==> src/rtl/pwrseq_pkg.sv <==
package pwrseq_pkg;

    localparam int N_STAGE = 4;

    typedef enum logic [2:0] {
        PS_OFF,
        PS_WAIT_UV,
        PS_TRIM,
        PS_BGAP,
        PS_REF,
        PS_BYP,
        PS_RUN
    } pwr_state_e;

    typedef struct packed {
        pwr_state_e           state;
        logic [N_STAGE-1:0]   strobe;
        logic                 ch1_on;
        logic                 ch2_on;
        logic                 fault;
        logic                 blocked;
    } seq_regs_t;

    function automatic pwr_state_e stage_of(input int idx);
        case (idx)
            0:       return PS_TRIM;
            1:       return PS_BGAP;
            2:       return PS_REF;
            default: return PS_BYP;
        endcase
    endfunction

endpackage

==> src/rtl/pwrseq_sync.sv <==
module pwrseq_sync #(
    parameter int STAGES = 2
) (
    input  logic clk,
    input  logic rst_n,
    input  logic async_i,
    output logic sync_o
);
    logic [STAGES-1:0] sh_d, sh_q;

    always_comb begin
        sh_d = {sh_q[STAGES-2:0], async_i};
    end

    always_ff @(posedge clk or negedge rst_n) begin
        if (!rst_n) sh_q <= '0;
        else        sh_q <= sh_d;
    end

    assign sync_o = sh_q[STAGES-1];
endmodule

==> src/rtl/pwrseq_stage_timer.sv <==
module pwrseq_stage_timer #(
    parameter int TMO_CYC = 16
) (
    input  logic clk,
    input  logic rst_n,
    input  logic restart_i,
    input  logic run_i,
    output logic expired_o
);
    localparam int CW = $clog2(TMO_CYC + 1);
    localparam logic [CW-1:0] LAST = CW'(TMO_CYC - 1);

    logic [CW-1:0] cnt_d, cnt_q;

    always_comb begin
        cnt_d = cnt_q;
        if (restart_i)                 cnt_d = '0;
        else if (run_i && cnt_q != LAST) cnt_d = cnt_q + 1'b1;
    end

    always_ff @(posedge clk or negedge rst_n) begin
        if (!rst_n) cnt_q <= '0;
        else        cnt_q <= cnt_d;
    end

    assign expired_o = run_i && (cnt_q == LAST);

    AST_TIMER_BOUND: assert property (@(posedge clk) disable iff (!rst_n)
        cnt_q <= LAST);
endmodule

==> src/rtl/pwrseq_chan_gate.sv <==
module pwrseq_chan_gate (
    input  logic run_next_i,
    input  logic en1_i,
    input  logic en2_i,
    input  logic ch1_on_q_i,
    input  logic ch1_ready_i,
    input  logic ch2_on_q_i,
    output logic ch1_on_d_o,
    output logic ch2_on_d_o
);
    logic ch2_may_start;

    always_comb begin
        ch2_may_start = !en1_i || (ch1_on_q_i && ch1_ready_i);
        ch1_on_d_o    = run_next_i && en1_i;
        ch2_on_d_o    = run_next_i && en2_i && (ch2_on_q_i || ch2_may_start);
    end
endmodule

==> src/rtl/pwrseq_dual.sv <==
module pwrseq_dual
    import pwrseq_pkg::*;
#(
    parameter int TMO_CYC   = 16,
    parameter int SYNC_FLOP = 2
) (
    input  logic clk,
    input  logic rst_n,
    input  logic ch1_en_i,
    input  logic ch2_en_i,
    input  logic uv_ok_i,
    input  logic trim_done_i,
    input  logic bgap_done_i,
    input  logic ref_done_i,
    input  logic byp_done_i,
    input  logic ch1_at_target_i,
    output logic trim_start_o,
    output logic bgap_start_o,
    output logic ref_start_o,
    output logic byp_start_o,
    output logic ch1_on_o,
    output logic ch2_on_o,
    output logic fault_o
);
    seq_regs_t r_d, r_q;

    logic               uv_s;
    logic               any_en;
    logic               in_stage;
    logic               stage_done;
    logic               expired;
    logic               timeout;
    logic               ch1_d, ch2_d;
    pwr_state_e         stage_next;
    logic [N_STAGE-1:0] done_vec;

    assign done_vec = {byp_done_i, ref_done_i, bgap_done_i, trim_done_i};
    assign any_en   = ch1_en_i || ch2_en_i;

    pwrseq_sync #(.STAGES(SYNC_FLOP)) u_uv_sync (
        .clk    (clk),
        .rst_n  (rst_n),
        .async_i(uv_ok_i),
        .sync_o (uv_s)
    );

    pwrseq_stage_timer #(.TMO_CYC(TMO_CYC)) u_timer (
        .clk      (clk),
        .rst_n    (rst_n),
        .restart_i(r_d.state != r_q.state),
        .run_i    (in_stage),
        .expired_o(expired)
    );

    pwrseq_chan_gate u_gate (
        .run_next_i (r_d.state == PS_RUN),
        .en1_i      (ch1_en_i),
        .en2_i      (ch2_en_i),
        .ch1_on_q_i (r_q.ch1_on),
        .ch1_ready_i(ch1_at_target_i),
        .ch2_on_q_i (r_q.ch2_on),
        .ch1_on_d_o (ch1_d),
        .ch2_on_d_o (ch2_d)
    );

    always_comb begin
        in_stage   = 1'b0;
        stage_done = 1'b0;
        stage_next = PS_RUN;
        for (int i = 0; i < N_STAGE; i++) begin
            if (r_q.state == stage_of(i)) begin
                in_stage   = 1'b1;
                stage_done = done_vec[i];
                stage_next = (i == N_STAGE - 1) ? PS_RUN : stage_of(i + 1);
            end
        end
        timeout = in_stage && any_en && uv_s && !stage_done && expired;
    end

    always_comb begin
        r_d = r_q;
        if (r_q.state == PS_OFF) begin
            if (any_en && !r_q.blocked) r_d.state = PS_WAIT_UV;
        end else if (!any_en) begin
            r_d.state = PS_OFF;
        end else if (r_q.state == PS_WAIT_UV) begin
            if (uv_s) r_d.state = PS_TRIM;
        end else if (!uv_s) begin
            r_d.state = PS_WAIT_UV;
        end else if (in_stage) begin
            if (stage_done)   r_d.state = stage_next;
            else if (timeout) r_d.state = PS_OFF;
        end
        for (int i = 0; i < N_STAGE; i++) begin
            r_d.strobe[i] = (r_d.state == stage_of(i)) && (r_q.state != stage_of(i));
        end
        r_d.ch1_on  = ch1_d;
        r_d.ch2_on  = ch2_d;
        r_d.fault   = r_q.fault || timeout;
        r_d.blocked = timeout || (r_q.blocked && any_en);
    end

    always_ff @(posedge clk or negedge rst_n) begin
        if (!rst_n) r_q <= '{state: PS_OFF, default: '0};
        else        r_q <= r_d;
    end

    assign trim_start_o = r_q.strobe[0];
    assign bgap_start_o = r_q.strobe[1];
    assign ref_start_o  = r_q.strobe[2];
    assign byp_start_o  = r_q.strobe[3];
    assign ch1_on_o     = r_q.ch1_on;
    assign ch2_on_o     = r_q.ch2_on;
    assign fault_o      = r_q.fault;

    AST_SHUTDOWN_QUIET: assert property (@(posedge clk) disable iff (!rst_n)
        (!ch1_en_i && !ch2_en_i) |=> (!ch1_on_o && !ch2_on_o));
    AST_TRIM_NEEDS_UV: assert property (@(posedge clk) disable iff (!rst_n)
        $rose(trim_start_o) |-> $past(uv_s));
    AST_ONE_STROBE: assert property (@(posedge clk) disable iff (!rst_n)
        $onehot0({trim_start_o, bgap_start_o, ref_start_o, byp_start_o}));
    AST_CH2_WAITS: assert property (@(posedge clk) disable iff (!rst_n)
        $rose(ch2_on_o) |-> $past(!ch1_en_i || (ch1_on_o && ch1_at_target_i)));
    AST_UV_DROP: assert property (@(posedge clk) disable iff (!rst_n)
        !uv_s |=> (!ch1_on_o && !ch2_on_o));
    AST_FAULT_STICKY: assert property (@(posedge clk) disable iff (!rst_n)
        fault_o |=> fault_o);
endmodule

==> config.mk <==
export PLATFORM = sky130hd
export DESIGN_NAME = pwrseq_dual
export DESIGN_NICKNAME = d
export VERILOG_FILES = /design/src/rtl/pwrseq_pkg.sv /design/src/rtl/pwrseq_sync.sv /design/src/rtl/pwrseq_stage_timer.sv /design/src/rtl/pwrseq_chan_gate.sv /design/src/rtl/pwrseq_dual.sv
export SDC_FILE = /design/constraint.sdc
export NUM_CORES = 1
export LEC_CHECK = 0
export BUFFER_PORTS_ARGS = -buffer_cell sky130_fd_sc_hd__buf_2
export CORE_ASPECT_RATIO = 0.75
export CORE_MARGIN = 4
export CORE_UTILIZATION = 50
export CTS_CLUSTER_DIAMETER = 30
export DETAILED_ROUTE_END_ITERATION = 16
export GPL_TIMING_DRIVEN = 1
export PLACE_DENSITY = 0.79
export REMOVE_ABC_BUFFERS = 1
export SLEW_MARGIN = 20
export SYNTH_ARGS = -nofsm -noshare
export SYNTH_HDL_FRONTEND = slang
export SYNTH_SLANG_ARGS = --single-unit
==> constraint.sdc <==
create_clock -name clk -period 2.3 [get_ports clk]
set_input_delay 0.69 -clock clk [delete_from_list [all_inputs] [get_ports clk]]
set_output_delay 0.69 -clock clk [all_outputs]
set_load 0.02 [all_outputs]
# Word level (Yosys, flattened, before mapping)

Cells that the tools add are included.

Add/sub/neg operators: 1
Equality and inequality tests: 17
Muxes and demuxes: 23
Reduce and logical (&&, ||, !) cells: 26

Operators by type and width:

| cell                  | number |
|---|---|
| $mux W3               | 13 |
| $logic_and A1 B1 Y1   | 16 |
| $eq A3 B3 Y1 const B  | 5 |
| $eq A3 B2 Y1 const B  | 4 |
| $mux W5               | 2 |
| $mux W1               | 8 |
| $ne A3 B2 Y1 const B  | 2 |
| $ne A3 B3 Y1 const B  | 2 |
| $add A5 B1 Y5 const B | 1 |
| $eq A5 B4 Y1 const B  | 1 |
| $logic_or A1 B1 Y1    | 5 |
| $ne A5 B4 Y1 const B  | 1 |
| $eq A3 B1 Y1 const B  | 1 |
| $logic_not A1 Y1      | 3 |
| $logic_not A3 Y1      | 1 |
| $ne A3 B3 Y1          | 1 |
| $reduce_bool A2 Y1    | 1 |

Bits in registers: 18
Input bits: 10
Output and inout port bits: 7
Logic and storage cells: 75

# Longest topological paths before layout

Depth after elaboration: 19
Depth in mapped cells: 9
Mapped depth without buffers: 9

# Cells and area by module

Synthesis repeated with hierarchy kept, for this count alone.

Cells, all modules: 100
Area, all modules: 1037.2 µm²

By module, submodules not included:

| module             | instances | cells an instance | area an instance (µm²) | sequential area each (µm²) |
|---|---|---|---|---|
| pwrseq_dual        | 1         | 69                | 688.2                  | 275.3 |
| pwrseq_stage_timer | 1         | 24                | 275.3                  | 125.1 |
| pwrseq_sync        | 1         | 2                 | 50.0                   | 50.0 |
| pwrseq_chan_gate   | 1         | 5                 | 23.8                   | 0.0 |

# Worst setup path after synthesis

OpenSTA, ideal clock, no wires.

Path kind: flip-flop to flip-flop
Start point: register u_timer.cnt_q[0]
End point: register r_q, in the netlist bgap_start_o
Setup time: 0.111 ns
Arrival time: 1.958 ns
Data required time: 2.189 ns
Path slack: 0.231 ns
Stages on the path, launching flop included: 8
Path buffers: 0
Clock period less this slack: 2.069 ns
Cells stage by stage: dfrtp_1 > ha_1 > and3_1 > ha_1 > nor3b_4 > o311ai_4 > nand4b_4 > a2111oi_2

RTL lines:

| what                     | RTL line                 | RTL |
|---|---|---|
| start: declaration       | pwrseq_stage_timer.sv:13 | `logic [CW-1:0] cnt_d, cnt_q;` |
| start signal: assignment | pwrseq_stage_timer.sv:23 | `else cnt_q <= cnt_d;` |
| end signal: assignment   | pwrseq_dual.sv:105       | `else r_q <= r_d;` |
| end: declaration         | pwrseq_dual.sv:25        | `seq_regs_t r_d, r_q;` |

==> flow_summary.ini <==
[power_and_ir_drop]
cellPowerDensity_nw_per_um2 = 570
peakVddDrop_uv = 621
pwr-share-clk = 0.276
switching_share = 0.302
p_leak_nw = 0.566
power_frac_comb = 0.220
intPower_w = 0.000491
p_switching_w = 0.000212
seq_power_share = 0.504

[clock_tree]
hold_buffers = 0
htreeDepth = 1
path_clk_slew_ns = 0.10
insertion_delay_ns = 0.30
cts_resized = 0
cts_tree = done
cts_buffers = 3
cts_sinks = 18
cts_root_buffer = clkbuf_4
cts_buffer_depth = 2
cts_setup_buffers = 0

[route]
routed_wl_um = 2110
drc = 0
drt_iter0_markers = 33
drtPass1Iterations = 4
vias = 811
detail-route-antenna-nets = 0
wl_per_cell_um = 15.0
detail_route.vias_per_cell = 5.75

[timing]
setup_tns_ns = 0
setup_ws_ns = 0.0854
worst_pin_slew_ns = 0.544
whs_ns = 0.297
finalHoldViolCount = 0
finalClockSkew_ns = 0.00279
post-route-period-util = 0.963
fmax_ghz = 0.452
slew_headroom = 0.637
final.min_clock_period_ns = 2.21
drv_slew = 0
setup_viol = 0

[die]
placeableCoreArea_um2 = 2030
die_y_um = 48.2
io-pin-count = 17
num_rows = 14
initial_utilization = 0.530
die_x_um = 61.6
dieArea_um2 = 2970

[final_layout]
area_growth_pct = 14.5
fin_nets = 130
instances_no_fill = 141
fin_util = 0.607
fillCellCount = 156
drive_gt1_frac = 0.299
final_common_cell = dfrtp_1
multiInputGateArea_um2 = 598
diodes = 0
layout_common_cells = dfrtp_1, buf_2, nor2_1
seqCellArea_um2 = 450

[run]
max_cap_viol_count = 0

[grt]
grt_pass1_vias = 752
grt_start_max_net_pins = 19
antenna_found_initial = 0
met1_usage = 0.211
grt.met2_usage = 0.284
grt_use_met3 = 0.0476
busiest_layer = met2
groute.usage.overall = 0.164
grt_first_pass_wirelength_um = 3460
grt_overflow = 0

[synth]
synth_cell_types = 42
ys.flop_type = dfrtp_1
ys_seq_area_frac = 0.419
synth_cells = 98
synth_area_per_cell_um2 = 11.0
synth_top_family_by_area = simple AND/OR/NAND/NOR gates
synth_seq_cells = 18
ys_warn_count = 0
synth_fa_ha_area_frac = 0.0233
synth_compound_area_frac = 0.202
synth_enable_flop_cells = 0
synthArstFlopShare = 1.00
synth_xor_area_frac = 0.0395
netlist_area_um2 = 1080
synth-simple-area-share = 0.259
synth.area.mux_share = 0.0198

[placed_design]
portBuffers = 16
dp_worst_setup_slack_ns = 0.0803
dp_hpwl_um = 1630
gp_congestion = 0.891
dp_cells = 137

[setup_path]
worstPathArrival_ns = 2.41
end_kind = flip-flop
rr_worst_depth = 7
start_kind = flip-flop
path_max_fanout = 7
required_ns = 2.50
critical_path_class = reg -> reg

[min_path]
hp-class = in -> async

[run_status]
status = finished, final reports clean
-- metal layers --
layer,share of wire,routed length [um],vias to the layer above
li1,-,-,395
met1,0.45,957,386
met2,0.48,1000,28
met3,0.065,138,2
met4,0.0052,11,0
met5,0,0,-
-- power groups by stage --
stage	clock, W	sequential, W	combinational, W
finish	0.000194	0.000354	0.000154
global route	0.000218	0.000357	0.000171
CTS	0.000203	0.000353	0.000150
detailed placement	0	0.000360	0.000149
global placement	0	0.000359	0.000147
floorplan	0	0.000365	0.0000948
-- kinds of logic after synthesis --
logic type / after synthesis
simple gates: 41
compound gates: 22
flops: 18
buf+inv: 9
xor+xnor: 4
mux: 2
fa+ha+maj: 2
-- state kept, by name, summed over array words and instances, names as in the netlist --
name,count
byp_start_o,1
ch2_on_o,1
ref_start_o,1
bgap_start_o,1
r_q,4
ch1_on_o,1
u_timer.cnt_q,5
trim_start_o,1
u_uv_sync.sh_q,2
fault_o,1
-- cells in the mapped netlist (3+ instances only) --
cell,instances,share of area
nand2b_1,4,0.023
a22oi_1,3,0.021
nor2_1,11,0.038
nand3_1,3,0.014
dfrtp_1,18,0.42
nand2_1,6,0.021
o21ai_0,3,0.014
inv_1,6,0.021
-- final timing paths --
| kind | start | to | slack (ns) |
|---|---|---|---|
| worst min register to register | u_uv_sync.sh_q[0]$_DFF_PN0_ | u_uv_sync.sh_q[1]$_DFF_PN0_ | 0.36 |
| min in group clk | u_uv_sync.sh_q[0]$_DFF_PN0_ | u_uv_sync.sh_q[1]$_DFF_PN0_ | 0.36 |
| worst max-delay path | u_timer.cnt_q[0]$_DFFE_PN0P_ | bgap_start_o$_DFF_PN0_ | 0.09 |
| worst min-delay path | rst_n | bgap_start_o$_DFF_PN0_ | 0.30 |
| max in group asynchronous | rst_n | u_timer.cnt_q[2]$_DFFE_PN0P_ | 1.73 |
| worst max register to register | u_timer.cnt_q[0]$_DFFE_PN0P_ | bgap_start_o$_DFF_PN0_ | 0.09 |
-- final cells by class --
type	count	area share
clock buffers	4	0.0294
flip-flops and latches	18	0.365
multi-input cells	71	0.485
repair buffers	18	0.0772
well taps	24	0.0244
inverters	6	0.0183
-- critical path, stage by stage, from the launching register on --
cell	delay, ns
dfrtp_1	0.42
ha_1	0.22
and3_1	0.18
ha_1	0.21
nor3b_4	0.19
o311ai_4	0.35
nand4b_4	0.20
a2111oi_4	0.35
-- metrics by stage --
| stage | cell area (um2) | power (W) |
|---|---|---|
| finish | 1230 | 0.000703 |
| global route | 1230 | 0.000746 |
| CTS | 1220 | 0.000706 |
| detailed placement | 1180 | 0.000508 |
| global placement | 1180 | 0.000506 |
| floorplan | 1060 | 0.000460 |
(Power assumes the default switching activity.)
